**config.mk**
```make
export PLATFORM = sky130hd
export DESIGN_NAME = spi_slave_engine
export DESIGN_NICKNAME = d
export VERILOG_FILES = /design/src/rtl/spi_slave_pkg.sv /design/src/rtl/spi_pin_sync.sv /design/src/rtl/spi_rx_queue.sv /design/src/rtl/spi_slave_engine.sv
export SDC_FILE = /design/constraint.sdc
export NUM_CORES = 1
export LEC_CHECK = 0
export BUFFER_PORTS_ARGS = -buffer_cell sky130_fd_sc_hd__buf_4
export CAP_MARGIN = 20
export CORE_MARGIN = 2
export CORE_UTILIZATION = 55
export DETAILED_ROUTE_END_ITERATION = 6
export PLACE_DENSITY = 0.75
export RECOVER_POWER = 50
export SLEW_MARGIN = 5
export SYNTH_ARGS = -nofsm -noshare
export SYNTH_HDL_FRONTEND = slang
export SYNTH_SLANG_ARGS = --single-unit
```
**constraint.sdc**
```tcl
create_clock -name clk -period 2.1 [get_ports clk]
set_input_delay 0.105 -clock clk [delete_from_list [all_inputs] [get_ports clk]]
set_output_delay 0.105 -clock clk [all_outputs]
set_load 0.005 [all_outputs]
```
**src/rtl/spi_slave_pkg.sv**
```systemverilog
package spi_slave_pkg;
  localparam int unsigned DEF_CHAR_W   = 8;
  localparam int unsigned DEF_SYNC     = 2;
  localparam int unsigned DEF_RX_DEPTH = 2;
  localparam int unsigned DEF_LOAD_LAG = 3;
  localparam int unsigned DEF_DRE_LAG  = 3;
endpackage

```
**src/rtl/spi_pin_sync.sv**
```systemverilog
module spi_pin_sync #(
  parameter int unsigned STAGES  = 2,
  parameter logic        RST_VAL = 1'b0
) (
  input  logic clk,
  input  logic rst,
  input  logic din,
  output logic dout
);
  logic [STAGES-1:0] chain;

  always_ff @(posedge clk) begin
    if (rst) chain <= {STAGES{RST_VAL}};
    else     chain <= (chain << 1) | {{(STAGES-1){1'b0}}, din};
  end

  assign dout = chain[STAGES-1];
endmodule

```
**src/rtl/spi_rx_queue.sv**
```systemverilog
module spi_rx_queue #(
  parameter int unsigned WIDTH = 8,
  parameter int unsigned DEPTH = 2
) (
  input  logic             clk,
  input  logic             rst,
  input  logic             push,
  input  logic [WIDTH-1:0] wdata,
  input  logic             pop,
  output logic [WIDTH-1:0] rdata,
  output logic             not_empty
);
  localparam int unsigned PTR_W = (DEPTH > 1) ? $clog2(DEPTH) : 1;
  localparam int unsigned CNT_W = $clog2(DEPTH + 1);

  logic [WIDTH-1:0] mem [DEPTH];
  logic [PTR_W-1:0] wr_ptr, rd_ptr;
  logic [CNT_W-1:0] count;
  logic             do_push, do_pop;

  assign do_push = push && (count != CNT_W'(DEPTH));
  assign do_pop  = pop && (count != '0);

  function automatic logic [PTR_W-1:0] nxt(input logic [PTR_W-1:0] p);
    return (p == PTR_W'(DEPTH - 1)) ? '0 : p + 1'b1;
  endfunction

  always_ff @(posedge clk) begin
    if (do_push) mem[wr_ptr] <= wdata;
  end

  always_ff @(posedge clk) begin
    if (rst) begin
      wr_ptr <= '0;
      rd_ptr <= '0;
      count  <= '0;
    end else begin
      if (do_push) wr_ptr <= nxt(wr_ptr);
      if (do_pop)  rd_ptr <= nxt(rd_ptr);
      count <= count + CNT_W'(do_push) - CNT_W'(do_pop);
    end
  end

  assign rdata     = mem[rd_ptr];
  assign not_empty = (count != '0);

  // a push without a pop always leaves data behind
  a_r3_push_visible: assert property (@(posedge clk) disable iff (rst)
    push && !pop |=> not_empty);
  // a full queue drops the push and keeps its level
  a_r3_full_drop: assert property (@(posedge clk) disable iff (rst)
    push && !pop && count == CNT_W'(DEPTH) |=> count == CNT_W'(DEPTH));
endmodule

```
**src/rtl/spi_slave_engine.sv**
```systemverilog
module spi_slave_engine
  import spi_slave_pkg::*;
#(
  parameter int unsigned CHAR_W   = DEF_CHAR_W,
  parameter int unsigned SYNC     = DEF_SYNC,
  parameter int unsigned RX_DEPTH = DEF_RX_DEPTH,
  parameter int unsigned LOAD_LAG = DEF_LOAD_LAG,
  parameter int unsigned DRE_LAG  = DEF_DRE_LAG
) (
  input  logic              clk,
  input  logic              rst,
  input  logic [CHAR_W-1:0] tx_wdata,
  input  logic              tx_we,
  output logic [CHAR_W-1:0] rx_rdata,
  input  logic              rx_re,
  output logic              flag_dre,
  output logic              flag_rxc,
  output logic              flag_txc,
  input  logic              txc_clr,
  input  logic              sck,
  input  logic              mosi,
  input  logic              ss_n,
  output logic              miso,
  output logic              miso_oe
);
  localparam int unsigned CNT_W = $clog2(CHAR_W);
  localparam int unsigned AGE_W = $clog2(LOAD_LAG + 1);

  logic sck_s, mosi_s, ss_s, sck_prev, ss_prev;

  spi_pin_sync #(.STAGES(SYNC), .RST_VAL(1'b0)) u_sck  (.clk(clk), .rst(rst), .din(sck),  .dout(sck_s));
  spi_pin_sync #(.STAGES(SYNC), .RST_VAL(1'b0)) u_mosi (.clk(clk), .rst(rst), .din(mosi), .dout(mosi_s));
  spi_pin_sync #(.STAGES(SYNC), .RST_VAL(1'b1)) u_ss   (.clk(clk), .rst(rst), .din(ss_n), .dout(ss_s));

  logic              sel, sck_rise, sck_fall, ss_rise, char_done, load_now, take, pv_n;
  logic [CNT_W-1:0]  bit_cnt;
  logic [CHAR_W-1:0] rx_sh, tx_sh, rx_last, pend_data, rx_char;
  logic              pend_valid, at_boundary;
  logic [AGE_W-1:0]  age;
  logic [DRE_LAG-1:0] dre_pipe;

  assign sel       = ~ss_s;
  assign sck_rise  = sel & sck_s & ~sck_prev;
  assign sck_fall  = sel & ~sck_s & sck_prev;
  assign ss_rise   = ss_s & ~ss_prev;
  assign char_done = sck_rise && (bit_cnt == CNT_W'(CHAR_W - 1));
  assign rx_char   = {rx_sh[CHAR_W-2:0], mosi_s};
  assign load_now  = sck_fall && at_boundary;
  assign take      = load_now && pend_valid && (age == AGE_W'(LOAD_LAG));
  assign pv_n      = tx_we | (pend_valid & ~take);

  // Serial side: bit counting, receive and transmit shifting
  always_ff @(posedge clk) begin
    if (rst) begin
      sck_prev    <= 1'b0;
      ss_prev     <= 1'b1;
      bit_cnt     <= '0;
      rx_sh       <= '0;
      tx_sh       <= '0;
      rx_last     <= '0;
      at_boundary <= 1'b0;
      miso_oe     <= 1'b0;
    end else begin
      sck_prev <= sck_s;
      ss_prev  <= ss_s;
      miso_oe  <= sel;
      if (!sel) begin
        bit_cnt     <= '0;
        at_boundary <= 1'b0;
      end else if (sck_rise) begin
        bit_cnt <= char_done ? '0 : bit_cnt + 1'b1;
        rx_sh   <= rx_char;
        if (char_done) begin
          rx_last     <= rx_char;
          at_boundary <= 1'b1;
        end
      end else if (sck_fall) begin
        at_boundary <= 1'b0;
      end
      if (load_now)      tx_sh <= take ? pend_data : rx_last;
      else if (sck_fall) tx_sh <= tx_sh << 1;
    end
  end

  assign miso = tx_sh[CHAR_W-1];

  // Register side: pending character, edge age, flags
  always_ff @(posedge clk) begin
    if (rst) begin
      pend_data  <= '0;
      pend_valid <= 1'b0;
      age        <= '0;
      dre_pipe   <= '0;
      flag_dre   <= 1'b0;
      flag_txc   <= 1'b0;
    end else begin
      pend_valid <= pv_n;
      if (tx_we) begin
        pend_data <= tx_wdata;
        age       <= '0;
      end else if (sck_rise && age != AGE_W'(LOAD_LAG)) begin
        age <= age + 1'b1;
      end
      dre_pipe <= (dre_pipe << 1) | {{(DRE_LAG-1){1'b0}}, ~pv_n};
      flag_dre <= dre_pipe[DRE_LAG-1] & ~pv_n;
      if (ss_rise)      flag_txc <= 1'b1;
      else if (txc_clr) flag_txc <= 1'b0;
    end
  end

  spi_rx_queue #(.WIDTH(CHAR_W), .DEPTH(RX_DEPTH)) u_rxq (
    .clk(clk), .rst(rst), .push(char_done), .wdata(rx_char),
    .pop(rx_re), .rdata(rx_rdata), .not_empty(flag_rxc));

  // select held high keeps the output tri-stated
  a_r1_idle_tristate: assert property (@(posedge clk) disable iff (rst)
    ss_n && $past(ss_n) && $past(ss_n, 2) && $past(ss_n, 3) |-> !miso_oe);
  // a completed character is visible on the register side next cycle
  a_r3_rx_ready: assert property (@(posedge clk) disable iff (rst)
    char_done |=> flag_rxc);
  // the done flag only rises after select has gone high
  a_r4_txc_on_release: assert property (@(posedge clk) disable iff (rst)
    $rose(flag_txc) |-> $past(ss_n));
  // a new character enters the shifter only between characters
  a_r6_load_on_boundary: assert property (@(posedge clk) disable iff (rst)
    load_now |-> bit_cnt == '0);
  // the empty flag rises only after the pending register has stayed empty
  a_r8_dre_lag: assert property (@(posedge clk) disable iff (rst)
    $rose(flag_dre) |-> !$past(pend_valid) && !$past(pend_valid, 2));
endmodule

```
* Word-level counts from Yosys, hierarchy flattened *
Memories as Yosys holds them, arrays and structs flattened. A register that Yosys moved wholly into a read port is not among the register bits.
Cells that the tools add are included.

word-level totals
  register bits = 56
  memory bits (writable) = 16
  output and inout bits = 13
  logic and storage cells = 81
  memories kept = 1

memory list
  name       words  width  rd ports  clocked after memory_dff  write ports  RTL line            RTL
  u_rxq.mem  2      8      1         1                         1            spi_rx_queue.sv:16  logic [WIDTH-1:0] mem [DEPTH];

cells by class
  $add $sub $neg = 6
  equality and inequality tests = 5
  mux-type cells = 15
  bitwise gates (word level) = 18
  reductions and logical operators = 16

operators by type and width
  cell                   count
  $mux W8                3
  $mux W1                11
  $reduce_bool A2 Y1     4
  $and A1 B1 Y1          7
  $logic_and A1 B1 Y1    7
  $not A1 Y1             6
  $or A2 B1 Y2           3
  $ne A2 B2 Y1 const B   2
  $reduce_and A2 Y1      2
  $reduce_or A2 Y1       2
  $add A3 B1 Y3 const B  1
  $eq A3 B3 Y1 const B   1
  $mux W3                1
  $or A3 B1 Y3           1
  $reduce_and A3 Y1      1
  $add A1 B1 Y1 const B  2
  $add A2 B1 Y2          1
  $add A2 B1 Y2 const B  1
  $eq A2 B2 Y1 const B   1
  $ne A2 B1 Y1 const B   1
  $sub A2 B1 Y2          1
  $or A1 B1 Y1           1

* Longest topological paths before layout *
  depth after elaboration = 11
  gate-level depth with buffers = 9
  depth with buffers taken out = 8

* Modules after synthesis *
A second synthesis with hierarchy kept.

second synthesis, totals
  cell total of the unflattened synthesis = 260
  area, all modules = 2808.9 µm²

modules (own cells, without submodules)
  module            times used  cells an instance  area an instance (µm²)  sequential area each (µm²)
  spi_slave_engine  1           192                1818.0                  920.9
  spi_rx_queue      1           56                 833.3                   580.6
  spi_pin_sync      3           4                  52.6                    40.0

* Worst setup path after synthesis *
OpenSTA, ideal clock, no wires.

  path kind = reg-to-reg
  from = register bit_cnt[0]
  to = memory u_rxq.mem[0][0] (enable)
  setup time = 373 ps
  data arrival time = 1548 ps
  required time = 1727 ps
  slack = 179 ps
  stages on the path, launching flop included = 7
  clock period less this slack = 1921 ps
  path through = dfxtp_1 ha_1 ha_1 nand4bb_1 buf_2 a21oi_1 nor2b_1

on the way
  cells in the longest elaborated chain, start to end = 5

ends and longest elaborated chain
  item                           RTL line                RTL
  start: declaration             spi_slave_engine.sv:36  logic [CNT_W-1:0] bit_cnt;
  start signal: assignment       spi_slave_engine.sv:71  bit_cnt <= char_done ? '0 : bit_cnt + 1'b1;
  $eq A3 B3 Y1                   spi_slave_engine.sv:46  assign char_done = sck_rise && (bit_cnt == CNT_W'(CHAR_W - 1));
  $logic_and A1 B1 Y1            spi_slave_engine.sv:46
  $logic_and A1 B1 Y1            spi_rx_queue.sv:21      assign do_push = push && (count != CNT_W'(DEPTH));
  via u_rxq.do_push              spi_rx_queue.sv:19      logic do_push, do_pop;
  $mux W1                        spi_rx_queue.sv:29      if (do_push) mem[wr_ptr] <= wdata;
  $mux W1 (implied by the code)  spi_rx_queue.sv:29
  end: declaration               spi_rx_queue.sv:16

The timed path passes the listed nets, and every way through them passes these cells.

* Worst setup path in the final report *
  from = register bit_cnt[0]
  to = memory u_rxq.mem[1][0] (enable)

The elaborated chain is that of the path after synthesis.

==> impl_metrics.toml <==
[clock_network]
cts_setup_buffers = 0
clockBufferDepth = 2
clk_pin_slew_ns = 0.07
cts-root-buf = "clkbuf_8"
htree_num_levels = 3
cts_resized = 0
cts_sinks = 73
clk_latency_ns = 0.35
cts_tree = "yes"
cts_buffers = 9

[logic_synthesis]
ys_top_cells_by_count = "dfxtp_1 (57), nor2_1 (30), nand2_1 (19), mux2i_1 (17), edfxtp_1 (16)"
synth-xor-area-share_pct = 1.251
yosys.area_share.simple_pct = 17.87
netlist_area_sq_mm = 0.002801
ys.flop_type = "dfxtp_1"
yosys.area.top_type = "dfxtp_1"
ys_seq_area_share_pct = 57.88
synth_adder_area_share_pct = 2.233
mappedNetlistNets = 276
yosysUniqueCellTypes = 34
synth_compound_area_share_pct = 7.593
ys_ff_latch = 73
syn_inst = 255
yosys-top-cells-area = "dfxtp_1 (41%), edfxtp_1 (17%), mux2i_1 (6.1%)"
yosys_warnings = 0
synth_top_area_share_pct = 40.73
syn_avg_cell_area_sq_um = 10.99
synthMuxAreaShare_pct = 9.692
synth_edf_count = 16
post-synth-top-count-cell = "dfxtp_1"
synth_top_family_by_area = "simple AND/OR/NAND/NOR gates"
async_flop_share_pct = 0

[placed_design]
dp_hpwl_microns = 2980
gp_congestion = 0.7802
io_buffers = 28
placedCellCount = 337

[worst_setup_path]
crit_type = "flip-flop to flip-flop"
crit_required_ns = 2.11
cp-end-kind = "flip-flop"
ff2ff_setup_slack_ns = 0.25
critPathLaunchType = "flip-flop"
cp.arrival_ns = 1.85
crit_path_max_fanout = 8

[global_routing]
antenna_found_initial = 0
grt_max_degree = 60
grt_pass1_vias = 1769
grt-ovfl-total = 0
grt_pass1_wl_microns = 7845
grt_usage_pct = 19.01

[sta]
timing.hold.ws_ns = 0.06484
final-setup-viol-count = 0
rsz0062_at_grt = "false"
finClkSkew_ns = 0.008489
fin_crit_sh_pct = 87.87
timing.final.crit_period_ns = 1.845
worst_pin_slew_ns = 0.5756
slew_violations = 0
max_freq_mhz = 541.9
final.setup.tns_ns = 0
slew_headroom_pct = 61.63
hold_viol = 0

[floorplan]
core_sq_mm = 0.004817
die_x_microns = 75.37
die-area_sq_mm = 0.005681
row_count = 25
initial_core_util_pct = 58.16
die_h_microns = 75.37
ios = 29

[finish]
final_nets = 314
final_cell_count_no_fill = 365
area_delta_synth_final_pct = 20.99
fin_util_pct = 70.36
n_antenna_cell = 0
drive_above_1_share_pct = 20.81

[detailed_routing]
vias = 1871
ant_nets = 0
finalWirelength_microns = 4764
drt_first_pass_iters = 4
drtIter0Drc = 106
post_drt_via_cell_ratio = 5.126
route.detailed.drc = 0
wl_per_cell_microns = 13.05

[worst_hold_path]
hold_path.class = "primary input to flip-flop"

[power_and_ir_drop]
total_power_mw = 2.851
power.leakage_nw = 1.353
ir_drop_mv = 0.8182
power_density_mw_per_mm2 = 841.0

[run]
drv_cap = 0

[status]
outcome = "finished clean"
[routing by layer]
metal,track usage [%],share of wire (%)
met1,23.33,46
met2,29.37,48
met3,9.259,4.7
met4,6.628,1.2
met5,0,0
[stage by stage]
step	area [sq um]	worst slack, ns
6_report	3390	0.2547
3_3_place_gp	3039	0.3389
3_5_place_dp	3039	0.2667
4_1_cts	3393	0.2450
5_1_grt	3390	0.1074
2_1_floorplan	2801	0.1786
[flip-flops by register name (all words and copies together) (netlist names), 2 cells and up, named ones only]
register      count
u_sck.chain       2
tx_sh             8
rx_sh             7
pend_data         8
u_rxq.mem        16
u_ss.chain        2
u_mosi.chain      2
dre_pipe          3
age               2
rx_last           8
u_rxq.count       2
bit_cnt           3
[worst max-delay path, stage by stage (launching register included)]
cell and delay (ns):
dfxtp_1 0.35, ha_1 0.17, ha_1 0.17, nand4bb_1 0.14, a21oi_1 0.27, and2_1 0.42
[report_power, final]
group | internal, mW | switching [mW]
clock network | 0.718 | 0.489
registers | 1.46 | 0.0255
logic | 0.0981 | 0.0634
[final cells by class]
cell class | instances | area (sq um)
Tap cell | 67 | 83.83
Multi-Input combinational cell | 161 | 1082
Sequential cell | 73 | 1622
Clock buffer | 13 | 190.2
Fill cell | 395 | 1428
Timing Repair Buffer | 43 | 349.1
Inverter | 5 | 18.77
Clock inverter | 3 | 43.79
[cell usage in the layout, fill, tap and decap left out, drive strengths merged, types with 4 or more instances in the layout]
cell type    instances
a211oi               7
a21oi               13
and3                 8
buf                 14
clkbuf              30
dfxtp               57
dlygate4sd3         12
edfxtp              16
ha                   5
inv                  5
mux2                 9
mux2i               17
nand2               19
nand3b               8
nor2                30
nor2b               10
o41ai                8
or2                  4
[cells by family after synthesis]
family,after synthesis
buffers and inverters,21
AND/OR/NAND/NOR,95
AO/OA/AOI/OAI,31
multiplexers,26
XOR/XNOR,4
flip-flops,73
adder cells (fa/ha/maj),5
[path summary, 6_finish.rpt]
kind | from | endpoint | depth (start not counted)
max reg2reg | bit_cnt[0] | u_rxq.mem[1][0] | 5
max | bit_cnt[0] | u_rxq.mem[1][0] | 5
min reg2reg | u_ss.chain[0] | u_ss.chain[1] | 1
min | tx_we | age[0] | 2
[what timing repair did]
action	4_1_cts	5_1_grt
endpoints found under the hold margin	12	0
hold buffers	12	0
setup endpoints to repair	0	0
Power figures use the tool's default switching activity.
